**src/rtl/link_irq_ctrl.sv**
```systemverilog
module link_irq_ctrl #(
  parameter int W = 32
) (
  input  logic         clk,
  input  logic         rst_n,
  input  logic         local_mode,
  input  logic [W-1:0] src_irq,
  input  logic [31:0]  wdata,
  input  logic         wr_pend,
  input  logic         wr_stat,
  input  logic         wr_vec,
  input  logic         wr_ptr,
  input  logic         rx_valid,
  input  logic [W-1:0] rx_status,
  input  logic         tx_done,
  output logic         tx_busy,
  output logic [W-1:0] tx_payload,
  output logic [W-1:0] pending,
  output logic [W-1:0] status,
  output logic [31:0]  vector,
  output logic         irq_o
);
  localparam int VW = $clog2(W);
  localparam logic [1:0] PTR_PEND = 2'd0;
  localparam logic [1:0] PTR_STAT = 2'd1;

  logic [1:0]    ptr_q;
  logic [W-1:0]  pend_q, stat_q, sent_q;
  logic          busy_q;
  logic [VW-1:0] idx;

  wire [W-1:0] rx_pend = (rx_valid && ptr_q == PTR_PEND) ? rx_status : '0;
  wire [W-1:0] rx_stat = (rx_valid && ptr_q == PTR_STAT) ? rx_status : '0;
  wire [W-1:0] set_p   = src_irq | (wr_pend ? wdata[W-1:0] : '0) | rx_pend;
  wire         launch  = !local_mode && !busy_q && (|pend_q);
  wire         done    = busy_q && tx_done;
  wire [W-1:0] xfer    = (local_mode && !busy_q) ? pend_q : '0;
  wire [W-1:0] vclr    = wr_vec ? (W'(1) << wdata[VW-1:0]) : '0;
  wire [W-1:0] clr_s   = (wr_stat ? wdata[W-1:0] : '0) | vclr;
  wire [W-1:0] sent_c  = done ? sent_q : '0;

  always_ff @(posedge clk or negedge rst_n) begin
    if (!rst_n) begin
      ptr_q  <= PTR_PEND;
      pend_q <= '0;
      stat_q <= '0;
      sent_q <= '0;
      busy_q <= 1'b0;
    end else begin
      if (wr_ptr) ptr_q <= wdata[1:0];
      pend_q <= (pend_q & ~xfer & ~sent_c) | set_p;
      stat_q <= (stat_q & ~clr_s) | xfer | rx_stat;
      if (launch) begin
        sent_q <= pend_q;
        busy_q <= 1'b1;
      end else if (done) begin
        busy_q <= 1'b0;
      end
    end
  end

  always_comb begin
    idx = '0;
    for (int i = W - 1; i >= 0; i--)
      if (stat_q[i]) idx = VW'(i);
  end

  assign vector     = (|stat_q) ? {{(32-VW){1'b0}}, idx} : 32'h8000_0000;
  assign irq_o      = |stat_q;
  assign tx_busy    = busy_q;
  assign tx_payload = sent_q;
  assign pending    = pend_q;
  assign status     = stat_q;
endmodule

```
**config.mk**
```make
export PLATFORM = sky130hd
export DESIGN_NAME = link_irq_ctrl
export DESIGN_NICKNAME = d
export VERILOG_FILES = /design/src/rtl/link_irq_ctrl.sv
export SDC_FILE = /design/constraint.sdc
export NUM_CORES = 1
export LEC_CHECK = 0
export ABC_AREA = 1
export BUFFER_PORTS_ARGS = -buffer_cell sky130_fd_sc_hd__buf_2
export CORE_MARGIN = 2
export CORE_UTILIZATION = 48
export DETAILED_ROUTE_END_ITERATION = 8
export GPL_ROUTABILITY_DRIVEN = 0
export PLACE_DENSITY = 0.81
export RECOVER_POWER = 100
export SLEW_MARGIN = 25
export SYNTH_ARGS = -nofsm -noshare
export SYNTH_HDL_FRONTEND = slang
export SYNTH_SLANG_ARGS = --single-unit
```
**constraint.sdc**
```tcl
create_clock -name clk -period 2 [get_ports clk]
set_input_delay 0.1 -clock clk [delete_from_list [all_inputs] [get_ports clk]]
set_output_delay 0.1 -clock clk [all_outputs]
set_load 0.02 [all_outputs]
```
==> results.sh, run 1 <==
export IMPL_max_cap_viol_count=0
export IMPL_finClkSkew_ps=7.891
export IMPL_synth_cells=712
export IMPL_ys_seq_elements=99
export IMPL_finalSetupViolCount=7
export IMPL_numPortBuffers=208
export IMPL_crit_top_cell="nand2_1"
export IMPL_ioPinCount=235
export IMPL_cp_required_ps=1900
export IMPL_grt_pass1_vias=6054
export IMPL_hold_path_class="primary input to flop"
export IMPL_drtIter0Drc=712
export IMPL_final_setup_worst_slack_ps=-634.9
export IMPL_drt_total_wl_um=19890
export IMPL_crit_path_max_incr_delay_ps=400
export IMPL_grt_overflow_total=0
export IMPL_num_nets_final=1103
export IMPL_period_share=1.317
export IMPL_wl_per_cell_um=17.40
export IMPL_antenna_found_initial=0
export IMPL_synth_top_area_cell="dfrtp_1"
export IMPL_synth_cell_types=23
export IMPL_status="finished, violations left"
export IMPL_synthTopCellsByArea="dfrtp_1, nand2_1, inv_1, nand3_1, o221ai_1"
export IMPL_worstMarginPinSlew_ps=834.4
export IMPL_dpl_worst_slack_ps=-255.0
export IMPL_antenna_cells=0
export IMPL_violations="negative setup slack"
export IMPL_grt_pass1_wl_um=31360
export IMPL_path_class="flop to output port"
export IMPL_cts_inserted_buffers=9
export IMPL_tns_ps=-2274
export IMPL_cp_start_kind="flop"
export IMPL_peakVddDrop_uv=502.9
export IMPL_drive_gt1_frac=0.2283
export IMPL_grt_usage=0.3196
export IMPL_ys_warn_count=0
export IMPL_die_h_um=110.4
export IMPL_end_kind="output port"
export IMPL_clk_pin_slew_ps=70
export IMPL_fillers=903
export IMPL_yosysSeqAreaShare=0.4558
export IMPL_clock_latency_ps=350
export IMPL_worstPathArrival_ps=2530
export IMPL_ant_nets=0
export IMPL_max_slew_margin=0.4437
export IMPL_cts_sinks=99
export IMPL_synthDominantCellAreaShare=0.4558
export IMPL_p_total_w=0.007038
export IMPL_slew_viol_final=0
export IMPL_fin_area_um2=7734
export IMPL_htreeDepth=3
export IMPL_power_density_nw_per_um2=910.1
export IMPL_route_detailed_drc=0
export IMPL_cts_buffer_depth=2
export IMPL_post_route_min_period_ps=2635
export IMPL_routed_via_density=5.462
export IMPL_synth_avg_cell_area_um2=7.634
export IMPL_cp_max_fo=2
export IMPL_cts_tree="yes"
export IMPL_die_x_um=110.4
export IMPL_dieArea_um2=12190
export IMPL_areaGrowthSynthToFinish_pct=42.29
export IMPL_hold_viol_final=0
export IMPL_cts_root_buffer="clkbuf_16"
export IMPL_dp_hpwl_um=14120
export IMPL_max_clock_freq_ghz=0.3795
export IMPL_firstDrtPassIters=5
export IMPL_rows=38
export IMPL_dr_total_vias=6243
export IMPL_dp_cells=1069
export IMPL_grt_start_max_net_pins=65
export IMPL_rsz0062_at_grt="true"
export IMPL_synth_area_um2=5435
export IMPL_leakage_nw=3.930
export IMPL_start_util=0.4970
export IMPL_slowest_stage="dfrtp_2"
export IMPL_place_area_um2=6832
export IMPL_core_um2=10940
export IMPL_fin_cells=1143
[per-stage QoR]
step	util	hold WS, ps
after floorplan	-	-195.6
after global placement	0.6247	70.41
after detailed placement	0.6247	78.02
after CTS	0.7087	3.018
after global routing	0.7072	15.30
final	0.7072	3.324
[cell usage in the layout, fill, tap and decap left out, types with 7 or more instances in the layout]
cell,synthesis,final
buf_4,26,44
inv_1,108,106
nand2_1,175,170
o21ai_0,12,12
nor4_1,13,12
nand3_1,68,68
clkbuf_16,0,9
conb_1,1,26
o221ai_1,34,34
o21ai_1,30,29
dlygate4sd3_1,0,52
clkbuf_1,34,69
buf_6,0,7
dfrtp_1,99,97
buf_2,0,135
a21oi_1,43,41
a22oi_1,22,22
nor2_1,26,24
[final timing paths]
path                       slack, ps      startpoint             end  cells past startpoint
hold / removal                     3    rx_status[2]      pending[2]                      3
setup / recovery                -630      status[30]       vector[0]                     32
min in group asynchronous        390           rst_n  tx_payload[24]                      2
hold reg to reg                  520  tx_payload[22]  tx_payload[22]                      2
setup reg to reg                 120     pending[14]  tx_payload[28]                      7
max in group asynchronous        380           rst_n      status[29]                      3
[metal layers]
layer / vias up / track usage / part of all wire
met5: - / 0 / 0
met4: 0 / 0.1208 / 0.036
met3: 62 / 0.04885 / 0.078
met2: 363 / 0.5305 / 0.48
met1: 2925 / 0.4235 / 0.41
li1: 2893 / - / -
[synth_stat cells]
cell,number
bufinv_8,3
a21oi_2,1
o21bai_1,1
inv_1,108
o21ai_0,12
clkinv_1,1
nor2_1,26
a22oi_1,22
o221ai_1,34
nand3_1,68
clkbuf_1,34
a311oi_1,1
conb_1,1
buf_4,26
o31ai_1,1
a21oi_1,43
nor3_1,9
nand4_1,2
o211ai_1,2
o21ai_1,30
nor4_1,13
dfrtp_1,99
nand2_1,175
[worst max-delay path: cells and delay by family, from the launching register on]
family	cells	cell delay, ps
simple gates	29	1510
flops	1	400
buf+inv	2	180
compound gates	1	120
[kinds of logic (layout without fill, tap and decap cells)]
kind of cell	Yosys count	in the layout	share of synthesized area
and+or+nand+nor	293	293	0.2270
buffers and inverters	172	438	0.1443
AOI/OAI and AO/OA	147	147	0.1722
DFF	99	99	0.4558
other	1	26	0.0006899
[registers in the layout, indices dropped and copies added (netlist names)]
register,count
pending,32
status,32
tx_payload,32
ptr_q,2
tx_busy,1
[power by group]
group / leakage, nW / total, W / internal (W) / switching [W]
clock network: 0.156 / 0.00185 / 0.00111 / 0.000741
registers: 1.07 / 0.00270 / 0.00237 / 0.000331
logic: 2.71 / 0.00249 / 0.000919 / 0.00157
total: 3.93 / 0.00704 / 0.00440 / 0.00264
[area by class of cell]
| cell class | count | area, um^2 | area share |
|---|---|---|---|
| clock buffers | 15 | 287.8 | 0.03721 |
| clock inverters | 1 | 30.03 | 0.003883 |
| inverters | 112 | 461.7 | 0.05970 |
| multi-input cells | 466 | 2370 | 0.3064 |
| flip-flops and latches | 99 | 2480 | 0.3207 |
| well taps | 140 | 175.2 | 0.02265 |
| repair buffers | 310 | 1929 | 0.2495 |
[timing repair]
action                                  in CTS  in global routing
setup buffers                                3                  3
endpoints found under the setup margin       6                  7
hold buffers                                52                  0
resized for setup                           14                 19
pin swaps                                    6                  8
hold endpoints to repair                    65                  0
Note: power is estimated with default switching activity, not from simulation.
==> run 2: changes to the inputs <==
--- a/config.mk
+++ b/config.mk
@@ -5,13 +5,12 @@
 export SDC_FILE = /design/constraint.sdc
 export NUM_CORES = 1
 export LEC_CHECK = 0
-export ABC_AREA = 1
 export BUFFER_PORTS_ARGS = -buffer_cell sky130_fd_sc_hd__buf_2
 export CORE_MARGIN = 2
-export CORE_UTILIZATION = 48
+export CORE_UTILIZATION = 47
 export DETAILED_ROUTE_END_ITERATION = 8
 export GPL_ROUTABILITY_DRIVEN = 0
-export PLACE_DENSITY = 0.81
+export PLACE_DENSITY = 0.8
 export RECOVER_POWER = 100
 export SLEW_MARGIN = 25
 export SYNTH_ARGS = -nofsm -noshare
==> results.sh, run 2 <==
export IMPL_cp_required_ps=1900
export IMPL_violations="negative setup slack"
export IMPL_antenna_cells=0
export IMPL_htreeDepth=3
export IMPL_slew_viol_final=0
export IMPL_power_density_nw_per_um2=866.7
export IMPL_met2_length_um=10860
export IMPL_cp_max_fo=4
export IMPL_peakVddDrop_uv=449.6
export IMPL_grt_pass1_vias=6195
export IMPL_p_total_w=0.006963
export IMPL_firstDrtPassIters=5
export IMPL_swShare=0.3836
export IMPL_hold_path_class="primary input to flop"
export IMPL_fin_cells=1023
export IMPL_rsz0062_at_grt="true"
export IMPL_p_int_w=0.004292
export IMPL_max_clock_freq_ghz=0.3983
export IMPL_routed_via_density=6.175
export IMPL_fin_util=0.7444
export IMPL_antenna_found_initial=0
export IMPL_power_frac_seq=0.399
export IMPL_ys_flop_type="dfrtp_1"
export IMPL_post_route_min_period_ps=2511
export IMPL_synth_avg_cell_area_um2=9.582
export IMPL_cts_root_buffer="clkbuf_8"
export IMPL_cts_inserted_buffers=9
export IMPL_ant_nets=0
export IMPL_core_um2=10790
export IMPL_mostFrequentLayoutCells="nand2_1, buf_2, clkbuf_1"
export IMPL_ys_seq_elements=99
export IMPL_synth_top_area_cell="dfrtp_1"
export IMPL_wl_per_cell_um=21.70
export IMPL_route_detailed_drc=0
export IMPL_clock_latency_ps=380
export IMPL_synth_cell_types=39
export IMPL_dieArea_um2=11840
export IMPL_drive_gt1_frac=0.2673
export IMPL_clk_pin_slew_ps=100
export IMPL_asyncSetResetFlopFracSynth=1.000
export IMPL_die_h_um=108.8
export IMPL_wl_met3_um=2126
export IMPL_grt_usage=0.3499
export IMPL_synth_area_um2=5165
export IMPL_clockPowerShare=0.226
export IMPL_worstPathArrival_ps=2410
export IMPL_period_share=1.255
export IMPL_num_nets_final=983
export IMPL_max_slew_margin=0.1931
export IMPL_grt_pass1_wl_um=31570
export IMPL_combPwrFrac=0.375
export IMPL_grt_overflow_total=0
export IMPL_start_util=0.4786
export IMPL_cp_start_kind="flop"
export IMPL_mostFrequentLayoutCell="nand2_1"
export IMPL_finClkSkew_ps=9.729
export IMPL_end_kind="output port"
export IMPL_grt_start_max_net_pins=48
export IMPL_p_switching_w=0.002671
export IMPL_status="finished, violations left"
export IMPL_dp_cells=903
export IMPL_drt_total_wl_um=22200
export IMPL_areaGrowthSynthToFinish_pct=55.55
export IMPL_synth_edf_count=0
export IMPL_maxUsedRoutingLayer="met4"
export IMPL_dp_hpwl_um=13280
export IMPL_worstMarginPinSlew_ps=1210
export IMPL_wl_met1_um=7828
export IMPL_synthTopCellsByArea="dfrtp_1, nand2_1, mux2_2, a221oi_1, a221o_1"
export IMPL_hold_viol_final=0
export IMPL_synth_cells=539
export IMPL_die_x_um=108.8
export IMPL_synthDominantCellAreaShare=0.4797
export IMPL_tns_ps=-7497
export IMPL_ys_warn_count=0
export IMPL_ioPinCount=235
export IMPL_final_setup_worst_slack_ps=-510.7
export IMPL_finalSetupViolCount=40
export IMPL_yosysSeqAreaShare=0.4797
export IMPL_cts_tree="yes"
export IMPL_cts_buffer_depth=2
export IMPL_path_class="flop to output port"
export IMPL_dr_total_vias=6317
export IMPL_max_cap_viol_count=0
export IMPL_leakage_nw=3.608
export IMPL_synthTopCellsByCount="nand2_1, dfrtp_1, a221oi_1"
export IMPL_rows=38
export IMPL_drtIter0Drc=627
export IMPL_synth_most_common_cell="nand2_1"
export IMPL_cts_sinks=99
export IMPL_numPortBuffers=208
==> run 2: final timing paths <==
check                               start             end  slack [ps]  cells after the start
max                            status[11]       vector[0]        -510                      7
min                         rx_status[21]      status[21]           5                      2
max reg2reg                    pending[6]  tx_payload[23]        -180                      6
min reg2reg                tx_payload[10]  tx_payload[10]         550                      1
max in group asynchronous           rst_n      status[12]         220                      3
min in group asynchronous           rst_n         tx_busy         530                      2
==> run 2: layer usage <==
layer / up-vias / track usage
li1: 2613 / -
met1: 3027 / 0.4239
met2: 536 / 0.5879
met3: 141 / 0.05977
met4: 0 / 0.2033
met5: - / 0
==> run 2: logic make-up after synthesis <==
family	after synthesis	synth area share
buffers and inverters	64	0.06759
other	1	0.0007260
DFF	99	0.4797
and+or+nand+nor	224	0.1991
muxes	34	0.07413
AOI/OAI and AO/OA	117	0.1788
==> run 2: power groups by stage <==
stage          clock network [W]  registers, W  logic (W)
3_3_place_gp                   0       0.00272    0.00222
5_1_grt                  0.00165       0.00281    0.00277
6_report                 0.00158       0.00278    0.00261
3_5_place_dp                   0       0.00274    0.00227
2_1_floorplan                  0       0.00315   0.000864
4_1_cts                  0.00158       0.00271    0.00245
==> run 2: worst max-delay path, cell delays in order, from the launching register on <==
cell and delay [ps]:
dfrtp_1 430, inv_1 130, a21oi_1 90, o21a_1 200, a2111oi_0 700, buf_4 240, a2111oi_4 60, buf_4 180
==> run 2: stage by stage <==
| stage | setup slack [ps] | hold slack (ps) | instance area (um^2) |
|---|---|---|---|
| 2_1_floorplan | -21.25 | -195.6 | 5290 |
| 3_3_place_gp | -44.93 | 144.9 | 6599 |
| 3_5_place_dp | -116.7 | 156.7 | 6599 |
| 4_1_cts | -453.5 | 0.4931 | 7905 |
| 5_1_grt | -540.4 | 5.004 | 8034 |
| 6_report | -510.7 | 5.191 | 8034 |
==> run 2: cell type report <==
cell class	instances	area [um^2]
Clock buffer	11	141.4
Clock inverter	5	100.1
Fill cell	758	2759
Inverter	8	30.03
Multi-Input combinational cell	401	2690
Sequential cell	99	2480
Tap cell	140	175.2
Timing Repair Buffer	359	2417
==> run 2: repair_timing <==
action / CTS / global route
pin swaps: 4 / 10
setup endpoints to repair: 39 / 39
buffers inserted: 2 / 3
hold buffers: 96 / 0
hold endpoints to repair: 110 / 0
resized for setup: 18 / 42
cloned: 0 / 4
